## src/rtl/i2c_tgt_pkg.sv

```systemverilog
package i2c_tgt_pkg;

    localparam int REG_W     = 16;
    localparam int BYTE_W    = 8;
    localparam int ADDR_W    = 7;
    localparam int BITCNT_W  = 4;

    localparam logic [REG_W-1:0]  CFG_RESET    = 16'h8583;
    localparam logic [ADDR_W-1:0] GC_ADDR      = 7'h00;
    localparam logic [BYTE_W-1:0] GC_RESET_CMD = 8'h06;

    typedef enum logic [1:0] {
        STRAP_LOW  = 2'd0,
        STRAP_HIGH = 2'd1,
        STRAP_SCL  = 2'd2,
        STRAP_RSVD = 2'd3
    } strap_t;

    typedef enum logic [2:0] {
        ST_IDLE,
        ST_RX,
        ST_RX_ACK,
        ST_TX,
        ST_TX_ACK,
        ST_IGNORE
    } tgt_state_t;

    typedef enum logic [1:0] {
        PH_ADDR,
        PH_WRITE,
        PH_READ,
        PH_GCALL
    } tgt_phase_t;

    typedef struct packed {
        logic start;
        logic stop;
        logic scl_rise;
        logic scl_fall;
        logic sda;
        logic any_edge;
    } bus_ev_t;

    typedef struct packed {
        logic              ptr_we;
        logic              msb_we;
        logic              cfg_we;
        logic              gc_rst;
        logic [BYTE_W-1:0] data;
    } reg_wr_t;

    function automatic logic [ADDR_W-1:0] strap_addr(input strap_t s);
        case (s)
            STRAP_HIGH: strap_addr = 7'b1001001;
            STRAP_SCL:  strap_addr = 7'b1001011;
            default:    strap_addr = 7'b1001000;
        endcase
    endfunction

endpackage

```

## src/rtl/i2c_bus_sync.sv

```systemverilog
module i2c_bus_sync
    import i2c_tgt_pkg::*;
#(
    parameter int SYNC_STAGES = 2
) (
    input  logic    clk,
    input  logic    rst,
    input  logic    scl_i,
    input  logic    sda_i,
    output bus_ev_t ev,
    output logic    scl_s
);
    localparam int NLINES = 2;

    logic [NLINES-1:0] raw;
    logic [NLINES-1:0] cur;
    logic [NLINES-1:0] prev;

    assign raw = {sda_i, scl_i};

    for (genvar g = 0; g < NLINES; g++) begin : g_line
        logic [SYNC_STAGES-1:0] chain;
        always_ff @(posedge clk) begin
            if (rst) begin
                chain   <= '1;
                prev[g] <= 1'b1;
            end else begin
                chain   <= {chain[SYNC_STAGES-2:0], raw[g]};
                prev[g] <= chain[SYNC_STAGES-1];
            end
        end
        assign cur[g] = chain[SYNC_STAGES-1];
    end

    always_comb begin
        ev.scl_rise = cur[0] & ~prev[0];
        ev.scl_fall = ~cur[0] & prev[0];
        ev.start    = cur[0] & prev[0] & prev[1] & ~cur[1];
        ev.stop     = cur[0] & prev[0] & ~prev[1] & cur[1];
        ev.sda      = cur[1];
        ev.any_edge = |(cur ^ prev);
    end

    assign scl_s = cur[0];

endmodule

```

## src/rtl/i2c_tgt_fsm.sv

```systemverilog
module i2c_tgt_fsm
    import i2c_tgt_pkg::*;
#(
    parameter int TIMEOUT_CYCLES = 2_500_000
) (
    input  logic             clk,
    input  logic             rst,
    input  bus_ev_t          ev,
    input  strap_t           strap,
    input  logic [REG_W-1:0] rd_word,
    output logic             sda_pull,
    output reg_wr_t          wr,
    output logic             tmo_hit
);
    localparam int TMO_W = $clog2(TIMEOUT_CYCLES + 1);

    tgt_state_t        st;
    tgt_phase_t        phase;
    logic [BITCNT_W-1:0] cnt;
    logic [BYTE_W-1:0] sr;
    logic [BYTE_W-1:0] tx_lsb;
    logic [ADDR_W-1:0] addr_q;
    logic [1:0]        byte_idx;
    logic              rd_lsb;
    logic              mack;
    logic [TMO_W-1:0]  idle_cnt;

    assign tmo_hit = (idle_cnt == TMO_W'(TIMEOUT_CYCLES));

    always_ff @(posedge clk) begin
        if (rst || st == ST_IDLE || ev.any_edge) begin
            idle_cnt <= '0;
        end else if (!tmo_hit) begin
            idle_cnt <= idle_cnt + 1'b1;
        end
    end

    always_ff @(posedge clk) begin
        wr <= '0;
        if (rst) begin
            st       <= ST_IDLE;
            phase    <= PH_ADDR;
            cnt      <= '0;
            sr       <= '0;
            tx_lsb   <= '0;
            addr_q   <= strap_addr(STRAP_LOW);
            byte_idx <= '0;
            rd_lsb   <= 1'b0;
            mack     <= 1'b0;
            sda_pull <= 1'b0;
        end else if (ev.start) begin
            st       <= ST_RX;
            phase    <= PH_ADDR;
            cnt      <= '0;
            byte_idx <= '0;
            sda_pull <= 1'b0;
            addr_q   <= strap_addr(strap);
        end else if (ev.stop || tmo_hit) begin
            st       <= ST_IDLE;
            sda_pull <= 1'b0;
        end else begin
            case (st)
                ST_RX: begin
                    if (ev.scl_rise && cnt != BITCNT_W'(BYTE_W)) begin
                        sr  <= {sr[BYTE_W-2:0], ev.sda};
                        cnt <= cnt + 1'b1;
                    end
                    if (ev.scl_fall && cnt == BITCNT_W'(BYTE_W)) begin
                        st       <= ST_RX_ACK;
                        sda_pull <= 1'b1;
                        case (phase)
                            PH_ADDR: begin
                                if (sr[BYTE_W-1:1] == addr_q) begin
                                    phase <= sr[0] ? PH_READ : PH_WRITE;
                                end else if (sr[BYTE_W-1:1] == GC_ADDR && !sr[0]) begin
                                    phase <= PH_GCALL;
                                end else begin
                                    st       <= ST_IGNORE;
                                    sda_pull <= 1'b0;
                                end
                            end
                            PH_WRITE: begin
                                wr.data   <= sr;
                                wr.ptr_we <= (byte_idx == 2'd0);
                                wr.msb_we <= (byte_idx == 2'd1);
                                wr.cfg_we <= (byte_idx == 2'd2);
                                if (byte_idx != 2'd3) byte_idx <= byte_idx + 1'b1;
                            end
                            PH_GCALL: begin
                                wr.gc_rst <= (byte_idx == 2'd0) && (sr == GC_RESET_CMD);
                                if (byte_idx != 2'd3) byte_idx <= byte_idx + 1'b1;
                            end
                            default: ;
                        endcase
                    end
                end
                ST_RX_ACK: begin
                    if (ev.scl_fall) begin
                        cnt <= '0;
                        if (phase == PH_READ) begin
                            st       <= ST_TX;
                            sr       <= rd_word[REG_W-1:BYTE_W];
                            tx_lsb   <= rd_word[BYTE_W-1:0];
                            rd_lsb   <= 1'b1;
                            sda_pull <= ~rd_word[REG_W-1];
                        end else begin
                            st       <= ST_RX;
                            sda_pull <= 1'b0;
                        end
                    end
                end
                ST_TX: begin
                    if (ev.scl_fall) begin
                        if (cnt == BITCNT_W'(BYTE_W-1)) begin
                            st       <= ST_TX_ACK;
                            cnt      <= '0;
                            sda_pull <= 1'b0;
                        end else begin
                            sr       <= {sr[BYTE_W-2:0], 1'b0};
                            sda_pull <= ~sr[BYTE_W-2];
                            cnt      <= cnt + 1'b1;
                        end
                    end
                end
                ST_TX_ACK: begin
                    if (ev.scl_rise) mack <= ~ev.sda;
                    if (ev.scl_fall) begin
                        if (mack) begin
                            st <= ST_TX;
                            if (rd_lsb) begin
                                sr       <= tx_lsb;
                                sda_pull <= ~tx_lsb[BYTE_W-1];
                                rd_lsb   <= 1'b0;
                            end else begin
                                sr       <= rd_word[REG_W-1:BYTE_W];
                                tx_lsb   <= rd_word[BYTE_W-1:0];
                                sda_pull <= ~rd_word[REG_W-1];
                                rd_lsb   <= 1'b1;
                            end
                        end else begin
                            st <= ST_IGNORE;
                        end
                    end
                end
                default: ;
            endcase
        end
    end

endmodule

```

## src/rtl/i2c_tgt_regs.sv

```systemverilog
module i2c_tgt_regs
    import i2c_tgt_pkg::*;
#(
    parameter int RES_BITS = 12
) (
    input  logic                clk,
    input  logic                rst,
    input  reg_wr_t             wr,
    input  logic                conv_valid_i,
    input  logic [RES_BITS-1:0] conv_result_i,
    input  logic                conv_busy_i,
    output logic [REG_W-1:0]    rd_word,
    output logic [REG_W-1:0]    cfg_o,
    output logic                os_start_o,
    output logic                gc_rst_o
);
    localparam int PAD_W = REG_W - RES_BITS;

    logic                ptr_cfg;
    logic [BYTE_W-1:0]   msb_hold;
    logic [REG_W-2:0]    cfg_q;
    logic [RES_BITS-1:0] conv_q;

    always_ff @(posedge clk) begin
        os_start_o <= 1'b0;
        gc_rst_o   <= 1'b0;
        if (rst || wr.gc_rst) begin
            ptr_cfg  <= 1'b0;
            msb_hold <= '0;
            cfg_q    <= CFG_RESET[REG_W-2:0];
            conv_q   <= '0;
            gc_rst_o <= wr.gc_rst && !rst;
        end else begin
            if (wr.ptr_we) ptr_cfg <= (wr.data != '0);
            if (wr.msb_we) msb_hold <= wr.data;
            if (wr.cfg_we && ptr_cfg) begin
                cfg_q      <= {msb_hold[BYTE_W-2:0], wr.data};
                os_start_o <= msb_hold[BYTE_W-1] & ~conv_busy_i;
            end
            if (conv_valid_i) conv_q <= conv_result_i;
        end
    end

    assign cfg_o   = {~conv_busy_i, cfg_q};
    assign rd_word = ptr_cfg ? cfg_o : {conv_q, {PAD_W{1'b0}}};

endmodule

```

## src/rtl/i2c_cfg_target.sv

```systemverilog
module i2c_cfg_target
    import i2c_tgt_pkg::*;
#(
    parameter int SYNC_STAGES    = 2,
    parameter int RES_BITS       = 12,
    parameter int TIMEOUT_CYCLES = 2_500_000
) (
    input  logic                clk,
    input  logic                rst,
    input  logic                scl_i,
    input  logic                sda_i,
    input  logic [1:0]          strap_i,
    output logic                sda_pull_o,
    input  logic                conv_valid_i,
    input  logic [RES_BITS-1:0] conv_result_i,
    input  logic                conv_busy_i,
    output logic [15:0]         cfg_o,
    output logic                os_start_o,
    output logic                gc_rst_o
);
    bus_ev_t          ev;
    logic             scl_s;
    reg_wr_t          wr;
    logic             tmo_hit;
    logic [REG_W-1:0] rd_word;

    i2c_bus_sync #(.SYNC_STAGES(SYNC_STAGES)) u_sync (
        .clk   (clk),
        .rst   (rst),
        .scl_i (scl_i),
        .sda_i (sda_i),
        .ev    (ev),
        .scl_s (scl_s)
    );

    i2c_tgt_fsm #(.TIMEOUT_CYCLES(TIMEOUT_CYCLES)) u_fsm (
        .clk      (clk),
        .rst      (rst),
        .ev       (ev),
        .strap    (strap_t'(strap_i)),
        .rd_word  (rd_word),
        .sda_pull (sda_pull_o),
        .wr       (wr),
        .tmo_hit  (tmo_hit)
    );

    i2c_tgt_regs #(.RES_BITS(RES_BITS)) u_regs (
        .clk           (clk),
        .rst           (rst),
        .wr            (wr),
        .conv_valid_i  (conv_valid_i),
        .conv_result_i (conv_result_i),
        .conv_busy_i   (conv_busy_i),
        .rd_word       (rd_word),
        .cfg_o         (cfg_o),
        .os_start_o    (os_start_o),
        .gc_rst_o      (gc_rst_o)
    );

endmodule

```

## config.mk

```make
export PLATFORM = sky130hd
export DESIGN_NAME = i2c_cfg_target
export DESIGN_NICKNAME = d
export VERILOG_FILES = /design/src/rtl/i2c_tgt_pkg.sv /design/src/rtl/i2c_bus_sync.sv /design/src/rtl/i2c_tgt_fsm.sv /design/src/rtl/i2c_tgt_regs.sv /design/src/rtl/i2c_cfg_target.sv
export SDC_FILE = /design/constraint.sdc
export NUM_CORES = 1
export LEC_CHECK = 0
export ABC_AREA = 1
export ABC_CLOCK_PERIOD_IN_PS = 5000
export BUFFER_PORTS_ARGS = -buffer_cell sky130_fd_sc_hd__buf_2
export CORE_MARGIN = 2
export CORE_UTILIZATION = 60
export DETAILED_ROUTE_END_ITERATION = 7
export PLACE_DENSITY = 0.8
export RECOVER_POWER = 25
export SLEW_MARGIN = 20
export SYNTH_ARGS = -nofsm -noshare
export SYNTH_HDL_FRONTEND = slang
export SYNTH_SLANG_ARGS = --single-unit
```

## constraint.sdc

```tcl
create_clock -name clk -period 5 [get_ports clk]
set_input_delay 0.75 -clock clk [delete_from_list [all_inputs] [get_ports clk]]
set_output_delay 0.75 -clock clk [all_outputs]
set_load 0.03 [all_outputs]
```

# Word-level counts from Yosys, hierarchy flattened
# Cells that the tools add are included.
# word_totals
ff_bits	115
in_bits	20
output_inout_bits	19
wordCells	182
# classes
addsub	3
eq_ne	33
mux	56
n_bitwise	24
n_reduce_logical	39
# ops
cell	n
$mux 8	13
$pmux 8 s4	1
$mux 3	9
$add 22x1->22 const B	1
$eq 22x22->1 const B	1
$ne 4x2->1 const B	5
$mux 1	18
$reduce_and 6->1	3
$mux 16	1
$mux 4	4
$ne 2x1->1 const B	8
$pmux 8 s2	1
$not 1->1	15
$reduce_and 5->1	3
$pmux 3 s4	1
$pmux 4 s3	1
$reduce_or 6->1	2
$reduce_and 10->1	1
$and 1x1->1	8
$eq 2x2->1 const B	4
$eq 8x3->1 const B	1
$mux 2	4
$reduce_and 8->1	1
$reduce_bool 8->1	1
other kinds (29)	48

# Longest topological paths before layout
# Gate-level depths: netlist of the first run.
# depth
depth_word	9
mapped_depth	13
ltp_nobuf	13

# Hierarchy
# From an unflattened synthesis of the first run, not the netlist that was laid out.
# unflattened
hier_cells	770
area_unflattened_um2	5216.3
# by_module_without_submodules
mod	n_inst	cells_per_inst	area_per_inst_um2	seq_area_each_um2
i2c_tgt_fsm	1	536	3468.3	1321.3
i2c_tgt_regs	1	207	1507.7	760.7
i2c_bus_sync	1	27	240.2	120.1

# Least setup slack after synthesis of the first run
# OpenSTA, ideal clock, no wires.
# synth_path
path_kind	input to register
start	in rst
end	reg u_fsm.idle_cnt[11]
setup_ps	70
arrival_time_ps	1616
required_time_ps	4930
path_slack_ps	3314
cell_stages	8
n_path_buf	1
path_cell_list	inv_1 nand2_1 nor2_1 o211ai_2 inv_1 buf_2 o21ai_0 a21oi_1
# synth_via
elab_chain_cells	2
# synth_rtl
item	line_no	rtl
from (decl)	i2c_cfg_target.sv:9	input logic rst,
$logic_or 1x1->1 (2 in series)	i2c_tgt_fsm.sv:31	if (rst || st == ST_IDLE || ev.any_edge) begin
to (signal assigned)	i2c_tgt_fsm.sv:34	idle_cnt <= idle_cnt + 1'b1;
to (decl)	i2c_tgt_fsm.sv:26	logic [TMO_W-1:0] idle_cnt;
# No other way between the ends.
# A chain may end at the register's enable or synchronous reset.

# Worst setup path after layout of the first run
# layout_path
start	in rst
end	reg u_fsm.idle_cnt[0]
# The elaborated chain is that of the path after synthesis.

==> flow_results.xml, run 1 <==
<?xml version="1.0" encoding="UTF-8"?>
<metrics>
  <group name="status">
    <metric name="run_status" unit="">completed</metric>
  </group>
  <group name="power">
    <metric name="p_leak" unit="nW">2.30</metric>
    <metric name="total_power" unit="W">0.00211</metric>
    <metric name="vdd_drop_max" unit="V">0.000258</metric>
    <metric name="pwr_density_cell" unit="nW/µm²">377</metric>
  </group>
  <group name="final_layout">
    <metric name="leading_cell_type_in_the_layout_fill_and_taps_excluded" unit="">sky130_fd_sc_hd__nand2_1</metric>
    <metric name="layout.cells.most_common_list" unit="">sky130_fd_sc_hd__nand2_1 (142), sky130_fd_sc_hd__nor2_1 (111), sky130_fd_sc_hd__dfxtp_1 (110)</metric>
    <metric name="final.fill_count" unit="">719</metric>
    <metric name="synthToLayoutAreaGrowth" unit="%">8.99</metric>
    <metric name="n_antenna_cell" unit="">0</metric>
    <metric name="num-nets-final" unit="">793</metric>
    <metric name="drive_gt1_share" unit="%">9.92</metric>
  </group>
  <group name="setup_path">
    <metric name="worst_reg2reg_path_length_in_cells" unit="">12</metric>
    <metric name="path_max_fanout" unit="">22</metric>
    <metric name="timing.critical_path.from_type" unit="">input pin</metric>
    <metric name="critPathArrivalTime" unit="ns">2.70</metric>
    <metric name="reg2reg_slack" unit="ns">2.74</metric>
    <metric name="worst-setup-path-type" unit="">input pin to flip-flop</metric>
    <metric name="required" unit="ns">5.30</metric>
    <metric name="critical_path.endpoint_type" unit="">flip-flop</metric>
  </group>
  <group name="cts">
    <metric name="post_cts_resized" unit="">0</metric>
    <metric name="cts_hold_repair.buffers" unit="">0</metric>
    <metric name="cts.sinks" unit="">110</metric>
    <metric name="cts_buffer_depth" unit="">2</metric>
    <metric name="root_driver" unit="">sky130_fd_sc_hd__clkbuf_8</metric>
    <metric name="htree_num_levels" unit="">3</metric>
    <metric name="post-cts-setup-buffers" unit="">0</metric>
    <metric name="path_clk_slew" unit="ns">0.12</metric>
    <metric name="tritoncts.num_buffers" unit="">9</metric>
    <metric name="cts_tree" unit="">built</metric>
    <metric name="clkLatencyLatePin" unit="ns">0.38</metric>
  </group>
  <group name="die">
    <metric name="num_io_pins" unit="">39</metric>
    <metric name="std_cell_rows" unit="">33</metric>
    <metric name="die-width" unit="µm">96.5</metric>
    <metric name="core-area" unit="µm²">8260</metric>
    <metric name="initial_utilization" unit="%">62.2</metric>
    <metric name="chipHeight" unit="µm">96.5</metric>
    <metric name="design.die.area" unit="µm²">9310</metric>
  </group>
  <group name="logic_synthesis">
    <metric name="netlist_area" unit="µm²">5130</metric>
    <metric name="post_synth.cell_area_avg" unit="µm²">7.07</metric>
    <metric name="synth-seq-area-share" unit="%">42.9</metric>
    <metric name="ys_ff_latch" unit="">110</metric>
    <metric name="yosys.cell_types.count" unit="">40</metric>
    <metric name="syn_inst_count" unit="">726</metric>
    <metric name="yosys_warnings" unit="">0</metric>
    <metric name="mappedNetlistNets" unit="">758</metric>
  </group>
  <group name="detailed_routing">
    <metric name="drc" unit="">0</metric>
    <metric name="detail_route.wirelength" unit="µm">11700</metric>
    <metric name="via_count" unit="">4712</metric>
    <metric name="detail_route.first_pass.iterations" unit="">5</metric>
    <metric name="average_detailed_routed_wire_length_per_instance" unit="µm">13.4</metric>
    <metric name="detailedRoute.firstIterationViolations" unit="">315</metric>
    <metric name="ant_nets" unit="">0</metric>
    <metric name="post_dr_vias_cell" unit="">5.41</metric>
  </group>
  <group name="global_routing">
    <metric name="track_usage" unit="%">26.6</metric>
    <metric name="grt_pass1_vias" unit="">4293</metric>
    <metric name="grt_antenna_before_repair" unit="">0</metric>
    <metric name="grt-ovfl-total" unit="">0</metric>
    <metric name="maximum_number_of_pins_on_one_net_before_global_route_repair" unit="">25</metric>
    <metric name="grt_pass1_wl" unit="µm">19400</metric>
  </group>
  <group name="flow_run">
    <metric name="max_cap_viols" unit="">0</metric>
  </group>
  <group name="timing">
    <metric name="timing.slew.headroom" unit="%">50.9</metric>
    <metric name="final.min_clock_period" unit="ns">2.40</metric>
    <metric name="hold_violations" unit="">0</metric>
    <metric name="maxSlewViolCount" unit="">0</metric>
    <metric name="max_clk_rate" unit="GHz">0.417</metric>
    <metric name="timing_worst_slew_pin_value" unit="ns">0.733</metric>
    <metric name="finalSetupViolations" unit="">0</metric>
    <metric name="final.setup.tns" unit="ns">0</metric>
    <metric name="finalClockSkew" unit="ns">0.0157</metric>
    <metric name="setup_repair_after_global_routing_missed_its_margin" unit="">false</metric>
    <metric name="fin_worst_hold_slack" unit="ns">0.409</metric>
    <metric name="fin_crit_sh" unit="%">47.9</metric>
  </group>
  <group name="placed_design">
    <metric name="place.port_buffers" unit="">38</metric>
    <metric name="post-dp-hpwl" unit="µm">8790</metric>
    <metric name="gp_congestion" unit="">0.975</metric>
  </group>
  <group name="hold_path">
    <metric name="holdCritPathClass" unit="">flip-flop to flip-flop</metric>
    <metric name="hold_depth" unit="">1</metric>
  </group>
</metrics>
## through the flow
| stage | util, % | cell area (µm²) | worst slack, ns | instances |
|---|---|---|---|---|
| finish | 67.8 | 5600 | 2.60 | 871 |
| global route | 67.8 | 5600 | 2.39 | 871 |
| CTS | 68.1 | 5620 | 2.71 | 871 |
| detailed placement | 65.4 | 5400 | 2.39 | 855 |
| global placement | 65.4 | 5400 | 2.47 | 855 |
| floorplan | - | 5130 | 3.31 | 726 |
## power by group
part	total (W)	leakage, nW	internal, W	switching [W]
clock	0.000556	0.108	0.000208	0.000348
combinational	0.000548	1.30	0.000181	0.000367
sequential	0.00101	0.893	0.000950	0.0000569
total	0.00211	2.30	0.00134	0.000772
## layout make-up
cell class / instances / area [µm²] / area share [%]
well taps: 105 / 131 / 2.35
clock buffers: 9 / 124 / 2.21
inverters: 102 / 385 / 6.89
flip-flops and latches: 110 / 2200 / 39.4
multi-input cells: 499 / 2480 / 44.3
repair buffers: 39 / 178 / 3.18
clock inverters: 7 / 93.8 / 1.68
## routing by layer
| layer | vias to the layer above | global-route usage [%] | part of all wire, % |
|---|---|---|---|
| li1 | 2411 | - | - |
| met1 | 2141 | 34.7 | 44 |
| met2 | 138 | 44.4 | 48 |
| met3 | 22 | 4.89 | 5.7 |
| met4 | 0 | 9.04 | 2.1 |
| met5 | - | 0 | 0 |
## flip-flops by register name, indices dropped and copies added, names as in the netlist
signal / count
u_fsm.sda_pull: 1
u_fsm.rd_lsb: 1
u_fsm.phase: 2
u_fsm.mack: 1
u_fsm.sr: 8
u_regs.os_start_o: 1
u_sync.g_line.chain: 4
u_regs.ptr_cfg: 1
u_fsm.tx_lsb: 8
u_regs.gc_rst_o: 1
u_fsm.addr_q: 2
u_regs.conv_q: 12
u_regs.cfg_q: 15
u_regs.msb_hold: 8
u_fsm.cnt: 4
u_fsm.wr: 12
u_sync.prev: 2
u_fsm.byte_idx: 2
u_fsm.st: 3
u_fsm.idle_cnt: 22
## cell families (layout without fill, tap and decap cells)
logic type / count (synthesis) / after routing / share of synthesized area, %
AOI/OAI and AO/OA: 138 / 138 / 14.8
xor gates and xnor gates: 3 / 3 / 0.512
adders and majority gates: 12 / 12 / 2.92
buffers and inverters: 117 / 157 / 8.68
DFF: 110 / 110 / 42.9
and+or+nand+nor: 346 / 346 / 30.2
## worst paths after layout
check | startpoint | endpoint
max | rst | u_fsm.idle_cnt[0]
min | u_sync.g_line[1].chain[0] | u_sync.g_line[1].chain[1]
max reg2reg | u_fsm.idle_cnt[0] | u_fsm.tx_lsb[7]
min reg2reg | u_sync.g_line[1].chain[0] | u_sync.g_line[1].chain[1]
## synth_stat cells (all sizes together)
master	number	area, µm²
a211oi	1	7.51
a21boi	1	7.51
a21oi	50	250
a31oi	2	12.5
and2	1	6.26
and3	1	6.26
buf	3	15.0
clkbuf	12	45.0
clkinv	2	7.51
dfxtp	110	2200
ha	12	150
inv	100	378
nand2	144	546
nand3	33	200
nand4	12	93.8
nor2	118	484
nor3	19	100
nor4	5	31.3
o211ai	17	133
o21ai	62	314
o21bai	4	30.0
o22ai	1	6.26
or2	13	81.3
xnor2	1	8.76
xor2	2	17.5
## worst max-delay path, stage by stage
cell,delay [ns]
sky130_fd_sc_hd__clkbuf_1,0.23
sky130_fd_sc_hd__inv_1,0.53
sky130_fd_sc_hd__nand2_1,0.11
sky130_fd_sc_hd__nor2_1,0.13
sky130_fd_sc_hd__o211ai_1,0.22
sky130_fd_sc_hd__inv_1,0.41
sky130_fd_sc_hd__o21ai_0,0.16
sky130_fd_sc_hd__a21oi_1,0.14
No activity file was read; power rests on OpenSTA's default activity.
==> run 2: changes to the inputs <==
--- a/config.mk
+++ b/config.mk
@@ -6,12 +6,12 @@
 export NUM_CORES = 1
 export LEC_CHECK = 0
 export ABC_AREA = 1
-export ABC_CLOCK_PERIOD_IN_PS = 5000
+export ABC_CLOCK_PERIOD_IN_PS = 2170
 export BUFFER_PORTS_ARGS = -buffer_cell sky130_fd_sc_hd__buf_2
 export CORE_MARGIN = 2
-export CORE_UTILIZATION = 60
+export CORE_UTILIZATION = 54
 export DETAILED_ROUTE_END_ITERATION = 7
-export PLACE_DENSITY = 0.8
+export PLACE_DENSITY = 0.76
 export RECOVER_POWER = 25
 export SLEW_MARGIN = 20
 export SYNTH_ARGS = -nofsm -noshare
==> constraint.sdc (replaced) <==
create_clock -name clk -period 2.17 [get_ports clk]
set_input_delay 0.3255 -clock clk [delete_from_list [all_inputs] [get_ports clk]]
set_output_delay 0.3255 -clock clk [all_outputs]
set_load 0.03 [all_outputs]
==> run 2 against run 1 <==
Effect of this change: register-to-register slack got worse by 2.5 ns; clock power increased by 130%; total power increased by 130%; worst hold slack got worse by 0.29 ns; wire length increased by 1.1%; highest routed layer unchanged; largest cell class unchanged; non-clock buffer count increased by 5; cell count increased by 3.3%.
==> flow_results.xml, run 2 (synthesized netlist as in run 1, its figures left out) <==
<?xml version="1.0" encoding="UTF-8"?>
<metrics>
  <group name="setup_path">
    <metric name="critPathLaunch" unit="">u_fsm.idle_cnt[0]</metric>
    <metric name="r2r-start" unit="">u_fsm.idle_cnt[0]</metric>
    <metric name="path_max_fanout" unit="">7</metric>
    <metric name="timing.critical_path.from_type" unit="">flip-flop</metric>
    <metric name="critPathArrivalTime" unit="ns">2.22</metric>
    <metric name="worst-setup-path-type" unit="">flip-flop to flip-flop</metric>
    <metric name="required" unit="ns">2.44</metric>
    <metric name="worst_reg2reg_path_length_in_cells" unit="">12</metric>
    <metric name="r2r_end" unit="">u_fsm.tx_lsb[4]</metric>
    <metric name="reg2reg_slack" unit="ns">0.23</metric>
    <metric name="critical_path.endpoint_type" unit="">flip-flop</metric>
  </group>
  <group name="detailed_routing">
    <metric name="detail_route.wirelength" unit="µm">11800</metric>
    <metric name="route.met2.wl" unit="µm">5670</metric>
    <metric name="post_dr_vias_cell" unit="">5.20</metric>
    <metric name="detail_route.first_pass.iterations" unit="">5</metric>
    <metric name="maxUsedRoutingLayer" unit="">met4</metric>
    <metric name="via_count" unit="">4682</metric>
    <metric name="wirelength_met1" unit="µm">5520</metric>
    <metric name="wl_met3" unit="µm">371</metric>
    <metric name="ant_nets" unit="">0</metric>
    <metric name="detailedRoute.firstIterationViolations" unit="">209</metric>
    <metric name="drc" unit="">0</metric>
    <metric name="average_detailed_routed_wire_length_per_instance" unit="µm">13.1</metric>
  </group>
  <group name="final_layout">
    <metric name="layout.cells.most_common_list" unit="">sky130_fd_sc_hd__nand2_1 (141), sky130_fd_sc_hd__nor2_1 (111), sky130_fd_sc_hd__dfxtp_1 (110)</metric>
    <metric name="synthToLayoutAreaGrowth" unit="%">10.6</metric>
    <metric name="num-nets-final" unit="">798</metric>
    <metric name="largest_registers" unit="">u_fsm.idle_cnt (22), u_regs.cfg_q (15)</metric>
    <metric name="drive_gt1_share" unit="%">11.8</metric>
    <metric name="n_antenna_cell" unit="">0</metric>
    <metric name="largest-register" unit="">u_fsm.idle_cnt</metric>
    <metric name="largest_register_ffs" unit="">22</metric>
    <metric name="final.fill_count" unit="">842</metric>
    <metric name="leading_cell_type_in_the_layout_fill_and_taps_excluded" unit="">sky130_fd_sc_hd__nand2_1</metric>
  </group>
  <group name="timing">
    <metric name="final.min_clock_period" unit="ns">1.94</metric>
    <metric name="final.setup.tns" unit="ns">0</metric>
    <metric name="setup_repair_after_global_routing_missed_its_margin" unit="">false</metric>
    <metric name="timing_worst_slew_pin_value" unit="ns">1.02</metric>
    <metric name="min_setup_slack_post_route" unit="ns">0.228</metric>
    <metric name="max_clk_rate" unit="GHz">0.515</metric>
    <metric name="finalClockSkew" unit="ns">0.0153</metric>
    <metric name="finalSetupViolations" unit="">0</metric>
    <metric name="maxSlewViolCount" unit="">0</metric>
    <metric name="fin_crit_sh" unit="%">89.5</metric>
    <metric name="hold_violations" unit="">0</metric>
    <metric name="timing.slew.headroom" unit="%">31.8</metric>
  </group>
  <group name="hold_path">
    <metric name="hold_depth" unit="">2</metric>
    <metric name="min_delay_worst_endpoint" unit="">u_sync.g_line[1].chain[0]</metric>
    <metric name="holdCritPathClass" unit="">input pin to flip-flop</metric>
    <metric name="hold_path_startpoint" unit="">sda_i</metric>
  </group>
  <group name="cts">
    <metric name="root_driver" unit="">sky130_fd_sc_hd__clkbuf_8</metric>
    <metric name="path_clk_slew" unit="ns">0.12</metric>
    <metric name="htree_num_levels" unit="">3</metric>
    <metric name="cts_tree" unit="">built</metric>
    <metric name="tritoncts.num_buffers" unit="">9</metric>
    <metric name="cts.sinks" unit="">110</metric>
    <metric name="post-cts-setup-buffers" unit="">0</metric>
    <metric name="clkLatencyLatePin" unit="ns">0.38</metric>
    <metric name="cts_buffer_depth" unit="">2</metric>
  </group>
  <group name="die">
    <metric name="std_cell_rows" unit="">35</metric>
    <metric name="num_io_pins" unit="">39</metric>
    <metric name="initial_utilization" unit="%">55.6</metric>
    <metric name="chipHeight" unit="µm">102</metric>
    <metric name="design.die.area" unit="µm²">10300</metric>
    <metric name="core-area" unit="µm²">9240</metric>
    <metric name="die-width" unit="µm">102</metric>
  </group>
  <group name="global_routing">
    <metric name="grt-ovfl-total" unit="">0</metric>
    <metric name="maximum_number_of_pins_on_one_net_before_global_route_repair" unit="">28</metric>
    <metric name="grt_pass1_wl" unit="µm">19300</metric>
    <metric name="grt_pass1_vias" unit="">4267</metric>
    <metric name="grt_antenna_before_repair" unit="">0</metric>
    <metric name="track_usage" unit="%">23.3</metric>
  </group>
  <group name="placed_design">
    <metric name="place.port_buffers" unit="">38</metric>
    <metric name="gp_congestion" unit="">0.978</metric>
    <metric name="post-dp-hpwl" unit="µm">8910</metric>
    <metric name="pre_cts_ws" unit="ns">0.203</metric>
  </group>
  <group name="power">
    <metric name="p_leak" unit="nW">2.35</metric>
    <metric name="vdd_drop_max" unit="V">0.000450</metric>
    <metric name="pwr_density_cell" unit="nW/µm²">856</metric>
  </group>
  <group name="flow_run">
    <metric name="max_cap_viols" unit="">0</metric>
  </group>
  <group name="status">
    <metric name="run_status" unit="">completed</metric>
  </group>
</metrics>
run 2: repair_timing:
| action | in CTS | in global routing |
|---|---|---|
| resized for setup | 0 | 2 |
| hold buffers | 0 | 0 |
| setup endpoints to repair | 0 | 9 |
run 2: critical path, stage by stage (launching register included):
cell	delay, ns
sky130_fd_sc_hd__dfxtp_1	0.42
sky130_fd_sc_hd__inv_1	0.06
sky130_fd_sc_hd__ha_1	0.19
sky130_fd_sc_hd__inv_1	0.05
sky130_fd_sc_hd__nor2_1	0.03
sky130_fd_sc_hd__nand2_1	0.05
sky130_fd_sc_hd__nor2_1	0.04
sky130_fd_sc_hd__nand3_1	0.27
sky130_fd_sc_hd__nand3_4	0.19
sky130_fd_sc_hd__inv_2	0.16
sky130_fd_sc_hd__nand3_1	0.18
sky130_fd_sc_hd__nor2_1	0.14
sky130_fd_sc_hd__nor2_1	0.06
run 2: area by class of cell:
cell class              count  area [µm²]  area share [%]
inverters                 102         385            6.79
multi-input cells         499        2500            44.0
clock inverters             7        86.3            1.52
repair buffers             44         220            3.88
well taps                 129         161            2.84
clock buffers               9         124            2.18
flip-flops and latches    110        2200            38.8
run 2: power by group:
part           switching, W  total [W]  leakage, nW  internal [W]
clock              0.000799    0.00127        0.105      0.000468
combinational      0.000854    0.00128         1.35      0.000422
sequential         0.000128    0.00232        0.893       0.00219
run 2: worst max-delay path by stage:
stage	slack (ns)	endpoint	cells past startpoint
4_1_cts	0.19	u_fsm.wr[2]	11
3_3_place_gp	0.35	u_fsm.tx_lsb[6]	12
5_1_grt	0.02	u_fsm.cnt[3]	12
3_5_place_dp	0.20	u_fsm.wr[2]	11
2_1_floorplan	0.61	u_fsm.cnt[1]	11
6_report	0.23	u_fsm.tx_lsb[4]	12
run 2: through the flow:
stage | hold slack (ns) | area (µm²) | cells | util [%] | power, W
after floorplan | 0.389 | 5130 | 726 | - | 0.00332
after global placement | 0.394 | 5470 | 884 | 59.2 | 0.00358
after detailed placement | 0.406 | 5470 | 884 | 59.2 | 0.00362
after CTS | 0.106 | 5680 | 900 | 61.5 | 0.00488
after global routing | 0.109 | 5680 | 900 | 61.4 | 0.00516
final | 0.116 | 5680 | 900 | 61.4 | 0.00486
run 2: layer usage:
layer / track usage, % / vias up
met3: 3.66 / 21
li1: - / 2419
met4: 8.00 / 0
met2: 38.9 / 71
met5: 0 / -
met1: 30.7 / 2171
